### config.mk
export PLATFORM = sky130hd
export DESIGN_NAME = flash_cmd_stat
export DESIGN_NICKNAME = d
export VERILOG_FILES = /design/src/rtl/fcs_pkg.sv /design/src/rtl/fcs_cmd_pipe.sv /design/src/rtl/fcs_flag_bank.sv /design/src/rtl/flash_cmd_stat.sv
export SDC_FILE = /design/constraint.sdc
export NUM_CORES = 1
export LEC_CHECK = 0
export BUFFER_PORTS_ARGS = -buffer_cell sky130_fd_sc_hd__buf_2
export CAP_MARGIN = 20
export CORE_ASPECT_RATIO = 1.2
export CORE_MARGIN = 2
export CORE_UTILIZATION = 46
export DETAILED_ROUTE_END_ITERATION = 12
export PLACE_DENSITY_LB_ADDON = 0.05
export SLEW_MARGIN = 10
export SYNTH_ARGS = -nofsm -noshare
export SYNTH_HDL_FRONTEND = slang
export SYNTH_HIERARCHICAL = 1
export SYNTH_SLANG_ARGS = --single-unit
### constraint.sdc
create_clock -name clk -period 1.2 [get_ports clk]
set_input_delay 0.18 -clock clk [delete_from_list [all_inputs] [get_ports clk]]
set_output_delay 0.18 -clock clk [all_outputs]
set_load 0.01 [all_outputs]
### src/rtl/fcs_pkg.sv
package fcs_pkg;
  // status bit positions (order is the register layout)
  localparam int S_BUF   = 7;
  localparam int S_CMP   = 6;
  localparam int S_PV    = 5;
  localparam int S_AE    = 4;
  localparam int S_BLANK = 2;
  localparam int S_FAIL  = 1;
  localparam int S_DONE  = 0;
  // configuration bit positions
  localparam int C_BUFIE = 7;
  localparam int C_CMPIE = 6;

  typedef struct packed {
    logic pv;
    logic ae;
    logic blank;
    logic fail;
    logic done;
  } err_flags_t;
endpackage

### src/rtl/fcs_cmd_pipe.sv
module fcs_cmd_pipe (
  input  logic clk,
  input  logic rst,
  input  logic special_mode,
  input  logic fail_flag,
  input  logic flash_wr,
  input  logic stat_wr,
  input  logic buf_wbit,
  input  logic eng_done,
  output logic buf_empty,
  output logic cmd_idle,
  output logic eng_start,
  output logic start_now,
  output logic seq_err
);
  logic seq_q, busy_q, cbeif_q, ccif_q, start_q;
  logic seq_begin, fail_block, launch, abort_seq;
  logic cbeif_d, busy_d, seq_d;

  assign fail_block = flash_wr & cbeif_q & ~seq_q & special_mode & fail_flag;
  assign seq_begin  = flash_wr & cbeif_q & ~seq_q & ~(special_mode & fail_flag);
  assign launch     = stat_wr & buf_wbit & seq_q & cbeif_q;
  assign abort_seq  = stat_wr & ~buf_wbit & seq_q;
  assign seq_err    = abort_seq | fail_block;

  // buffered command moves to the engine when it is free or just finishing
  assign start_now  = ~cbeif_q & (~busy_q | eng_done);

  always_comb begin
    cbeif_d = cbeif_q;
    if (start_now)   cbeif_d = 1'b1;
    else if (launch) cbeif_d = 1'b0;
    busy_d = start_now | (busy_q & ~eng_done);
    seq_d  = seq_q;
    if (launch | abort_seq) seq_d = 1'b0;
    else if (seq_begin)     seq_d = 1'b1;
  end

  always_ff @(posedge clk) begin
    if (rst) begin
      seq_q   <= 1'b0;
      busy_q  <= 1'b0;
      cbeif_q <= 1'b1;
      ccif_q  <= 1'b1;
      start_q <= 1'b0;
    end else begin
      seq_q   <= seq_d;
      busy_q  <= busy_d;
      cbeif_q <= cbeif_d;
      ccif_q  <= cbeif_d & ~busy_d;
      start_q <= start_now;
    end
  end

  assign buf_empty = cbeif_q;
  assign cmd_idle  = ccif_q;
  assign eng_start = start_q;

  assert_cmp_needs_empty_R5: assert property (@(posedge clk) disable iff (rst)
    ccif_q |-> (cbeif_q && !busy_q));
  assert_no_restart_busy_R5: assert property (@(posedge clk) disable iff (rst)
    (busy_q && !eng_done) |=> !start_q);
  assert_abort_closes_R3: assert property (@(posedge clk) disable iff (rst)
    (stat_wr && !buf_wbit && seq_q) |=> (!seq_q && cbeif_q));
endmodule

### src/rtl/fcs_flag_bank.sv
module fcs_flag_bank
  import fcs_pkg::*;
#(
  parameter int DW = 8
) (
  input  logic          clk,
  input  logic          rst,
  input  logic          special_mode,
  input  logic          stat_wr,
  input  logic [DW-1:0] wdata,
  input  logic          pv_set,
  input  logic          ae_set,
  input  logic          seq_err,
  input  logic          start_now,
  input  logic          eng_done,
  input  logic          eng_blank,
  input  logic          eng_fail,
  output err_flags_t    flags
);
  err_flags_t q, d;
  logic pv_clr, ae_clr, fail_clr;

  assign pv_clr   = stat_wr & wdata[S_PV];
  assign ae_clr   = stat_wr & wdata[S_AE];
  assign fail_clr = stat_wr & wdata[S_FAIL] & special_mode;

  always_comb begin
    d.pv   = pv_set | (q.pv & ~pv_clr);
    d.ae   = ae_set | seq_err | (q.ae & ~ae_clr);
    d.fail = (eng_done & eng_fail) | (q.fail & ~fail_clr);
    if (eng_done) begin
      d.blank = eng_blank;
      d.done  = 1'b1;
    end else if (start_now) begin
      d.blank = 1'b0;
      d.done  = 1'b0;
    end else begin
      d.blank = q.blank;
      d.done  = q.done;
    end
  end

  always_ff @(posedge clk) begin
    if (rst) q <= '0;
    else     q <= d;
  end

  assign flags = q;

  assert_w1c_pv_R7: assert property (@(posedge clk) disable iff (rst)
    (stat_wr && wdata[S_PV] && !pv_set) |=> !q.pv);
  assert_set_wins_pv_R7: assert property (@(posedge clk) disable iff (rst)
    pv_set |=> q.pv);
  assert_set_wins_ae_R7: assert property (@(posedge clk) disable iff (rst)
    (ae_set || seq_err) |=> q.ae);
endmodule

### src/rtl/flash_cmd_stat.sv
module flash_cmd_stat
  import fcs_pkg::*;
#(
  parameter int DW = 8,
  parameter int AW = 1
) (
  input  logic          clk,
  input  logic          rst,
  input  logic          special_mode,
  input  logic          reg_wr,
  input  logic [AW-1:0] reg_addr,
  input  logic [DW-1:0] reg_wdata,
  output logic [DW-1:0] reg_rdata,
  input  logic          flash_wr,
  input  logic          prot_viol_in,
  input  logic          acc_err_in,
  output logic          eng_start,
  input  logic          eng_done,
  input  logic          eng_blank,
  input  logic          eng_fail,
  output logic          irq_buf,
  output logic          irq_cmp
);
  localparam logic [AW-1:0] ADDR_STAT = AW'(0);
  localparam logic [AW-1:0] ADDR_CFG  = AW'(1);

  logic       stat_wr, cfg_wr;
  logic       buf_empty, cmd_idle, start_now, seq_err;
  err_flags_t flags;
  logic       bufie_q, cmpie_q;
  logic [DW-1:0] stat_view, cfg_view, rdata_q;
  logic       irq_buf_q, irq_cmp_q;

  assign stat_wr = reg_wr & (reg_addr == ADDR_STAT);
  assign cfg_wr  = reg_wr & (reg_addr == ADDR_CFG);

  fcs_cmd_pipe u_pipe (
    .clk(clk), .rst(rst), .special_mode(special_mode), .fail_flag(flags.fail),
    .flash_wr(flash_wr), .stat_wr(stat_wr), .buf_wbit(reg_wdata[S_BUF]),
    .eng_done(eng_done), .buf_empty(buf_empty), .cmd_idle(cmd_idle),
    .eng_start(eng_start), .start_now(start_now), .seq_err(seq_err)
  );

  fcs_flag_bank #(.DW(DW)) u_flags (
    .clk(clk), .rst(rst), .special_mode(special_mode), .stat_wr(stat_wr),
    .wdata(reg_wdata), .pv_set(prot_viol_in), .ae_set(acc_err_in),
    .seq_err(seq_err), .start_now(start_now), .eng_done(eng_done),
    .eng_blank(eng_blank), .eng_fail(eng_fail), .flags(flags)
  );

  always_comb begin
    stat_view          = '0;
    stat_view[S_BUF]   = buf_empty;
    stat_view[S_CMP]   = cmd_idle;
    stat_view[S_PV]    = flags.pv;
    stat_view[S_AE]    = flags.ae;
    stat_view[S_BLANK] = flags.blank;
    stat_view[S_FAIL]  = special_mode & flags.fail;
    stat_view[S_DONE]  = special_mode & flags.done;
    cfg_view           = '0;
    cfg_view[C_BUFIE]  = bufie_q;
    cfg_view[C_CMPIE]  = cmpie_q;
  end

  always_ff @(posedge clk) begin
    if (rst) begin
      bufie_q   <= 1'b0;
      cmpie_q   <= 1'b0;
      rdata_q   <= '0;
      irq_buf_q <= 1'b0;
      irq_cmp_q <= 1'b0;
    end else begin
      if (cfg_wr) begin
        bufie_q <= reg_wdata[C_BUFIE];
        cmpie_q <= reg_wdata[C_CMPIE];
      end
      rdata_q   <= (reg_addr == ADDR_CFG) ? cfg_view : stat_view;
      irq_buf_q <= bufie_q & buf_empty;
      irq_cmp_q <= cmpie_q & cmd_idle;
    end
  end

  assign reg_rdata = rdata_q;
  assign irq_buf   = irq_buf_q;
  assign irq_cmp   = irq_cmp_q;

  assert_irq_buf_gate_R10: assert property (@(posedge clk) disable iff (rst)
    irq_buf_q |-> $past(bufie_q && buf_empty));
  assert_irq_cmp_gate_R10: assert property (@(posedge clk) disable iff (rst)
    irq_cmp_q |-> $past(cmpie_q && cmd_idle));
  assert_hidden_results_R8: assert property (@(posedge clk) disable iff (rst)
    (!special_mode && reg_addr == ADDR_STAT) |=> (rdata_q[S_FAIL:S_DONE] == 2'b00));
endmodule

### Word-level counts from Yosys, hierarchy flattened

Cells that the tools add are included.

* register bits: 22
* input port bits: 19
* output and inout bits: 11
* logic and storage cells: 71

* mux-type cells: 6
* reductions and logical operators: 3
* bitwise logic cells: 46

Operators by type and width (number)
* AND 1 bit: 27
* NOT 1 bit: 11
* 2-to-1 mux 8 bit: 1
* OR 1 bit: 8
* 2-to-1 mux 1 bit: 5
* OR reduction 2 bit: 2
* nonzero test 2 bit: 1

### Depth between registers and ports, before layout

Gate-level depths: netlist of run 1.

* depth after elaboration: 8
* depth in mapped cells: 6
* mapped depth without buffers: 5

### Hierarchy

Netlist of run 1, hierarchy kept.

Modules (own cells, without submodules)
* flash_cmd_stat: area each 371.6 µm², cells an instance 35, seq. area each 220.2 µm², instances 1
* fcs_cmd_pipe: area each 225.2 µm², cells an instance 23, seq. area each 100.1 µm², instances 1
* fcs_flag_bank: area each 191.4 µm², cells an instance 20, seq. area each 100.1 µm², instances 1

### Worst setup path after synthesis of run 1

No wires, ideal clock.

* kind: flip-flop to flip-flop
* start point: register u_pipe.cbeif_q, in the netlist u_pipe/buf_empty
* end point: register u_flags.q, in the netlist u_flags/flags[2]
* path buffers: 1
* library setup time: 70 ps
* arrival: 961 ps
* slack: 169 ps
* stages on the path, launching flop included: 5
* clock period less this slack: 1031 ps
* cells stage by stage: dfxtp_1 buf_6 nor2_1 or3b_1 a21oi_1

* longest elaborated chain between the ends: 3

Ends and longest elaborated chain
* from (decl): RTL line fcs_cmd_pipe.sv:16 `logic seq_q, busy_q, cbeif_q, ccif_q, start_q;`
* from (signal assigned): RTL line fcs_cmd_pipe.sv:49 `cbeif_q <= cbeif_d;`
* NOT 1 bit: RTL line fcs_cmd_pipe.sv:27 `assign start_now = ~cbeif_q & (~busy_q | eng_done);`
* AND 1 bit: RTL line fcs_cmd_pipe.sv:27
* named net start_now: RTL line flash_cmd_stat.sv:28 `logic buf_empty, cmd_idle, start_now, seq_err;`
* nonzero test 2 bit (no line)
* to (signal assigned): RTL line fcs_flag_bank.sv:44 `if (rst) q <= '0;`
* to (signal assigned): RTL line fcs_flag_bank.sv:45 `else q <= d;`
* to (decl): RTL line fcs_flag_bank.sv:20 `err_flags_t q, d;`

The timed path passes the listed nets, and every way through them passes these cells.
A chain may end at the register's enable or synchronous reset.

### Worst setup path after layout of run 1

* start point: register u_pipe.busy_q
* end point: register u_flags.q, in the netlist u_flags/flags[2]

* longest elaborated chain between the ends: 4

Ends and longest elaborated chain
* from (decl): RTL line fcs_cmd_pipe.sv:16
* from (signal assigned): RTL line fcs_cmd_pipe.sv:48 `busy_q <= busy_d;`
* NOT 1 bit: RTL line fcs_cmd_pipe.sv:27
* OR 1 bit: RTL line fcs_cmd_pipe.sv:27
* AND 1 bit: RTL line fcs_cmd_pipe.sv:27
* named net start_now: RTL line flash_cmd_stat.sv:28
* nonzero test 2 bit (no line)

The timed path passes the listed nets, and every way through them passes these cells.

==> run summary, run 1 <==
Gate Count Post-Synth: 78
Worst R2R Start: u_pipe/busy_q$_SDFF_PP0_
Synth Warn #: 6
CP startpoint kind: flop
Worst setup margin: 0.09382 ns
Min-Delay Path Class: input port to flop
Area of placed instances: 920.9 sq um
Outcome: finished, final reports clean
First-pass GRT wire length: 2.373 mm
Distinct cells, synth: 28
Max cap viols: 0
Vias in the first global route: 583
Post-layout total power: 1.189 mW
Hold Path Origin: prot_viol_in
DRT iter0 DRCs: 7
Synthesized area per cell: 10.11 sq um
FF+latch count, synth: 21
IO Pins: 30
WL final: 1.385 mm
Fillers: 160
CTS tree: done
IO Port Bufs: 25
Clock Sink Count: 21
R2R cell count: 4
First drt pass iteration count: 4
Die height: 49.35 microns
DR DRC count: 0
Leakage power: 0.4606 nW
Setup TNS: 0 ns
Root Buffer: clkbuf_4
Critical Path RT: 1.43 ns
RSZ-0062 raised after global routing: false
Syn nets: 97
Final clock skew: 0.002526 ns
Routed Antenna Nets: 0
Hold_buf cts: 0
Via density per instance: 5.016
Max Buffers Root-to-Sink: 2
Final period util: 92.18%
Minimum clock period: 1.106 ns
Site Rows: 16
WHS Endpoint: u_flags/flags[4]$_SDFF_PP0_
GPL Wtd Cong: 0.6941
DR WL/cell: 11.17 microns
Mapped Area: 788.3 sq um
Area of the core: 1622 sq um
Largest net degree at the start of global routing: 19
Max FFs per register: 7
Reg2reg setup slack: 0.09 ns
Count of pins over their slew limit: 0
DPL Wire Length: 1.009 mm
Post-route cell area: 947.2 sq um
Non-filler cells, final: 124
CP startpoint: u_pipe/busy_q$_SDFF_PP0_
Largest vdd supply drop: 631.8 uV
Later-pin clock latency in the skew report: 0.29 ns
Power density cells: 1255 nW/um^2
WP data arrival: 1.34 ns
Antenna violations before repair: 0
Pre-CTS setup slack: 0.1167 ns
Placed insts: 120
Die ar.: 2062 sq um
Final Setup Violations: 0
Post-cts repair resize count: 0
Clock transition at path regs: 0.11 ns
GRT Util Overall: 14.77%
Fin nets: 126
# Post-CTS Setup Buffers: 0
H-tree levels: 1
Critical Path Fanout Max: 2
Initial Utilization: 48.61%
Via count: 622
Synthesis-to-layout area growth: 20.16%
Final hold violations: 0
Die W: 41.79 microns
Critical Path Sink Type: flop
Seq/Total Area, Yosys: 53.33%
FMAX: 0.9040 GHz
Grt total ovfl: 0
Worst reg2reg endpoint: u_flags/flags[2]$_SDFFE_PP0P_
TritonCTS Buffers: 3
Crit Path Class: flop to flop
Cell depth of the worst hold path: 2
Fraction of final layout cells sized beyond drive strength 1: 34.91%
Antenna fix cells: 0
through the flow:
stage / util, % / hold slack [ns]
finish: 58.41 / 0.1077
global route: 58.41 / 0.08937
CTS: 58.41 / 0.1019
detailed placement: 56.79 / 0.4101
global placement: 56.79 / 0.4056
floorplan: - / 0.2491
where the power goes:
part,switching (mW),internal [mW],total (mW),leakage [nW]
sequential,0.0143,0.728,0.742,0.172
combinational,0.0633,0.0631,0.126,0.273
clock,0.191,0.129,0.320,0.0150
total,0.269,0.920,1.19,0.461
cells in the mapped netlist:
library cell,n,area (sq um)
a31o_1,1,8.760
and3_1,3,18.77
nor2_2,1,6.260
nand2b_1,4,25.02
nand3_2,1,10.01
o21ba_2,1,10.01
dfxtp_1,21,420.4
o32ai_2,1,16.27
and2_1,3,18.77
buf_6,2,22.52
nand3_1,2,10.01
nor2_1,6,22.52
a21oi_1,7,35.03
mux2i_1,3,30.03
inv_1,2,7.510
nand2_1,7,26.28
a31oi_1,1,6.260
nor3_1,1,5.000
or3b_1,1,8.760
nor3_2,1,10.01
and2b_2,1,8.760
a21boi_0,1,7.510
o22ai_1,1,6.260
a21bo_2,1,10.01
buf_4,1,7.510
nor2b_1,1,6.260
conb_1,1,3.750
a21bo_1,2,20.02
placed cells by master (no fill, tap or decap), types with 2 or more instances in the layout:
cell type / n
and3_1: 3
buf_4: 2
buf_2: 25
and2_1: 3
nand3_1: 2
inv_1: 2
dfxtp_1: 21
a21bo_1: 2
nor2_1: 6
a21oi_1: 7
nand2b_1: 4
clkbuf_4: 3
nand2_1: 7
mux2i_1: 3
layer usage:
layer  vias to the layer above  global-route usage, %  share of wire (%)
met5                         -                      0                  0
met4                         0                  6.452                1.9
met3                         4                  2.593                4.8
met2                        18                  25.26                 49
met1                       280                  17.82                 44
li1                        320                      -                  -
cell families after synthesis:
| group | count (synthesis) | synth area share, % |
|---|---|---|
| compound gates | 16 | 15.24 |
| buf+inv | 5 | 4.762 |
| flops | 21 | 53.33 |
| mux | 3 | 3.810 |
| other cells | 1 | 0.4757 |
| simple gates | 32 | 22.38 |
worst max path at each step:
stage,depth (start not counted),slack [ns],endpoint
final,4,0.09,u_flags/flags[2]$_SDFFE_PP0P_
after global placement,4,0.15,u_flags/flags[2]$_SDFFE_PP0P_
after floorplan,4,0.17,u_flags/flags[2]$_SDFFE_PP0P_
after global routing,4,0.003,u_flags/flags[2]$_SDFFE_PP0P_
after CTS,4,0.08,u_flags/flags[2]$_SDFFE_PP0P_
after detailed placement,4,0.12,u_flags/flags[2]$_SDFFE_PP0P_
worst max-delay path: stages, from the launching register on:
cell,delay (ns)
dfxtp_1,0.34
nor2b_1,0.16
nor2_1,0.07
or3b_1,0.34
a21oi_1,0.13
cell type report:
cell class | count | area, sq um | share of cell area [%]
repair buffers | 27 | 140.1 | 14.80
flip-flops and latches | 21 | 420.4 | 44.39
multi-input cells | 52 | 330.3 | 34.87
inverters | 2 | 7.507 | 0.7926
clock buffers | 4 | 26.28 | 2.774
well taps | 18 | 22.52 | 2.378
Note: power is estimated with default switching activity, not from simulation.
==> run 2: changes to the inputs <==
- ABC_AREA: unset -> 1
- CORE_UTILIZATION: 46 -> 45
==> run 2 against run 1 <==
First-iteration DRC count up 14%. Power up 2.0%. Global-route usage down 0.38 points. Synthesized area down 3.2%. Worst setup slack better by 0.089 ns. Non-clock buffer count unchanged. Critical path type unchanged. Largest cell class unchanged.
==> run summary, run 2 <==
Syn nets: 122
Largest vdd supply drop: 731.8 uV
Post-cts repair resize count: 0
Synthesized area per cell: 7.410 sq um
Post-synth EDFFs: 0
GRT Util Overall: 14.38%
Later-pin clock latency in the skew report: 0.29 ns
Yosys top cell area share: 55.08%
FF+latch count, synth: 21
Final clock skew: 0.0007196 ns
Max FFs per register: 7
Minimum clock period: 1.017 ns
Site Rows: 16
FMAX: 0.9828 GHz
Synthesis-to-layout area growth: 23.77%
# Post-CTS Setup Buffers: 0
WHS Endpoint: u_flags/flags[4]$_SDFF_PP0_
Int Pwr: 0.9213 mW
Combinational fraction of design power: 11.5%
Area of the core: 1622 sq um
First drt pass iteration count: 3
Final Util: 58.26%
Post-route cell area: 944.7 sq um
Slowest-stage cell, CP: dfxtp_1
Min-Delay Path Class: input port to flop
Top-count cell post-synth: nand2_1
Max cap viols: 0
Critical Path Sink Type: flop
Gate Count Post-Synth: 103
TritonCTS Buffers: 3
WL final: 1.368 mm
Switching share of power: 24.00%
Clock Power Share: 26.8%
Via count: 666
Fillers: 164
WP data arrival: 1.25 ns
Power density cells: 1283 nW/um^2
Crit path cell chain: inv_2 > nand2_1 > inv_1 > inv_1 > nand3_1 > a21oi_1
Hold Path Origin: prot_viol_in
Final period util: 84.79%
Final hold violations: 0
Largest net degree at the start of global routing: 12
Distinct cells, synth: 14
Antenna fix cells: 0
Via density per instance: 4.411
Critical Path RT: 1.43 ns
Die height: 49.12 microns
Antenna violations before repair: 0
Fraction of final layout cells sized beyond drive strength 1: 27.82%
Clock transition at path regs: 0.11 ns
Setup TNS: 0 ns
Synth Warn #: 6
Leakage power: 0.5124 nW
Mapped Area: 763.2 sq um
GPL Wtd Cong: 0.7461
Clock Sink Count: 21
Final Setup Violations: 0
Initial Utilization: 47.07%
Count of pins over their slew limit: 0
Worst reg2reg endpoint: u_flags/flags[2]$_SDFFE_PP0P_
Area of placed instances: 918.4 sq um
CP startpoint kind: flop
DR DRC count: 0
DPL Wire Length: 1.084 mm
Seq/Total Area, Yosys: 55.08%
Most frequent cells in the layout: nand2_1 (30), buf_2 (25), dfxtp_1 (21), nor2_1 (15), inv_1 (13)
Most common cell after layout, fill and taps aside: nand2_1
DR WL/cell: 9.060 microns
Most used cell along the critical path: inv_1
Fin nets: 153
IO Port Bufs: 25
Grt total ovfl: 0
Reg2reg setup slack: 0.18 ns
Hold_buf cts: 0
Root Buffer: clkbuf_4
Crit Path Class: flop to flop
Worst path max stage delay: 0.49 ns
IO Pins: 30
Worst R2R Start: u_pipe/buf_empty$_SDFF_PP1_
Critical Path Fanout Max: 8
Cell taking the most area after synthesis: dfxtp_1
CTS tree: done
Net Switching: 0.2910 mW
Reg power frac: 61.7%
Most frequent cells after synthesis: nand2_1 (30), dfxtp_1 (21), nor2_1 (15)
Top cells by area, synth: dfxtp_1 (55%), nand2_1 (15%), nor2_1 (7.4%), inv_1 (6.4%), a21oi_1 (5.2%)
Max Buffers Root-to-Sink: 2
Vias in the first global route: 606
DRT iter0 DRCs: 8
Most used DFF post-synth: dfxtp_1
H-tree levels: 1
Post-synth ARST share: 0%
RSZ-0062 raised after global routing: false
First-pass GRT wire length: 2.290 mm
Outcome: finished, final reports clean
Die W: 41.60 microns
Routed Antenna Nets: 0
Cell depth of the worst hold path: 3
Die ar.: 2043 sq um
R2R cell count: 6
-- run 2: changes by cell type after synthesis, sizes merged, moves of 4 or more --
cell / before / now
inv: 2 / 16
nand2b: 4 / 0
nand2: 7 / 32
nor2: 7 / 16
-- run 2: worst max-delay path, delay by kind of cell, from the launching register on --
kind | cells | cell delay [ns]
compound gates | 1 | 0.11
buf+inv | 3 | 0.17
flops | 1 | 0.49
simple gates | 2 | 0.18
-- run 2: area by class of cell --
type / count / area [sq um] / area share, %
repair buffers: 27 / 140.1 / 14.83
multi-input cells: 64 / 271.5 / 28.74
flip-flops and latches: 21 / 420.4 / 44.50
well taps: 18 / 22.52 / 2.384
clock buffers: 4 / 26.28 / 2.781
inverters: 17 / 63.81 / 6.755
-- run 2: kinds of logic after synthesis --
kind of cell	synth area share, %
buf+inv	9.344
compound gates	7.214
simple gates	27.87
other cells	0.4913
flops	55.08
-- run 2: per-layer routing --
layer,global-route usage (%),wire (microns),vias to the layer above
li1,-,-,367
met1,17.65,652,281
met2,25.26,651,18
met3,2.222,64,0
met4,4.839,0,0
met5,0,0,-
-- run 2: through the flow --
step / cells / total power [mW] / hold WS [ns] / setup WS [ns]
3_3_place_gp: 147 / 0.8999 / 0.3926 / 0.1874
2_1_floorplan: 103 / 0.8391 / 0.2491 / 0.3236
3_5_place_dp: 147 / 0.9045 / 0.4061 / 0.1878
4_1_cts: 151 / 1.226 / 0.09665 / 0.1593
6_report: 151 / 1.212 / 0.1001 / 0.1825
5_1_grt: 151 / 1.274 / 0.1277 / 0.03845
-- run 2: worst max-delay path by stage --
| stage | depth (start not counted) | to | start |
|---|---|---|---|
| finish | 6 | u_flags/flags[2]$_SDFFE_PP0P_ | u_pipe/buf_empty$_SDFF_PP1_ |
| global route | 6 | u_flags/flags[2]$_SDFFE_PP0P_ | u_pipe/buf_empty$_SDFF_PP1_ |
| CTS | 6 | u_flags/flags[2]$_SDFFE_PP0P_ | u_pipe/buf_empty$_SDFF_PP1_ |
| detailed placement | 6 | u_flags/flags[2]$_SDFFE_PP0P_ | u_pipe/buf_empty$_SDFF_PP1_ |
| global placement | 6 | u_flags/flags[3]$_SDFF_PP0_ | reg_addr |
| floorplan | 6 | u_flags/flags[2]$_SDFFE_PP0P_ | u_pipe/buf_empty$_SDFF_PP1_ |
-- run 2: power by group through the flow --
stage	clock (mW)	combinational (mW)	sequential [mW]
finish	0.325	0.139	0.748
global route	0.360	0.161	0.753
CTS	0.337	0.141	0.748
detailed placement	0	0.140	0.764
global placement	0	0.137	0.763
floorplan	0	0.0700	0.769
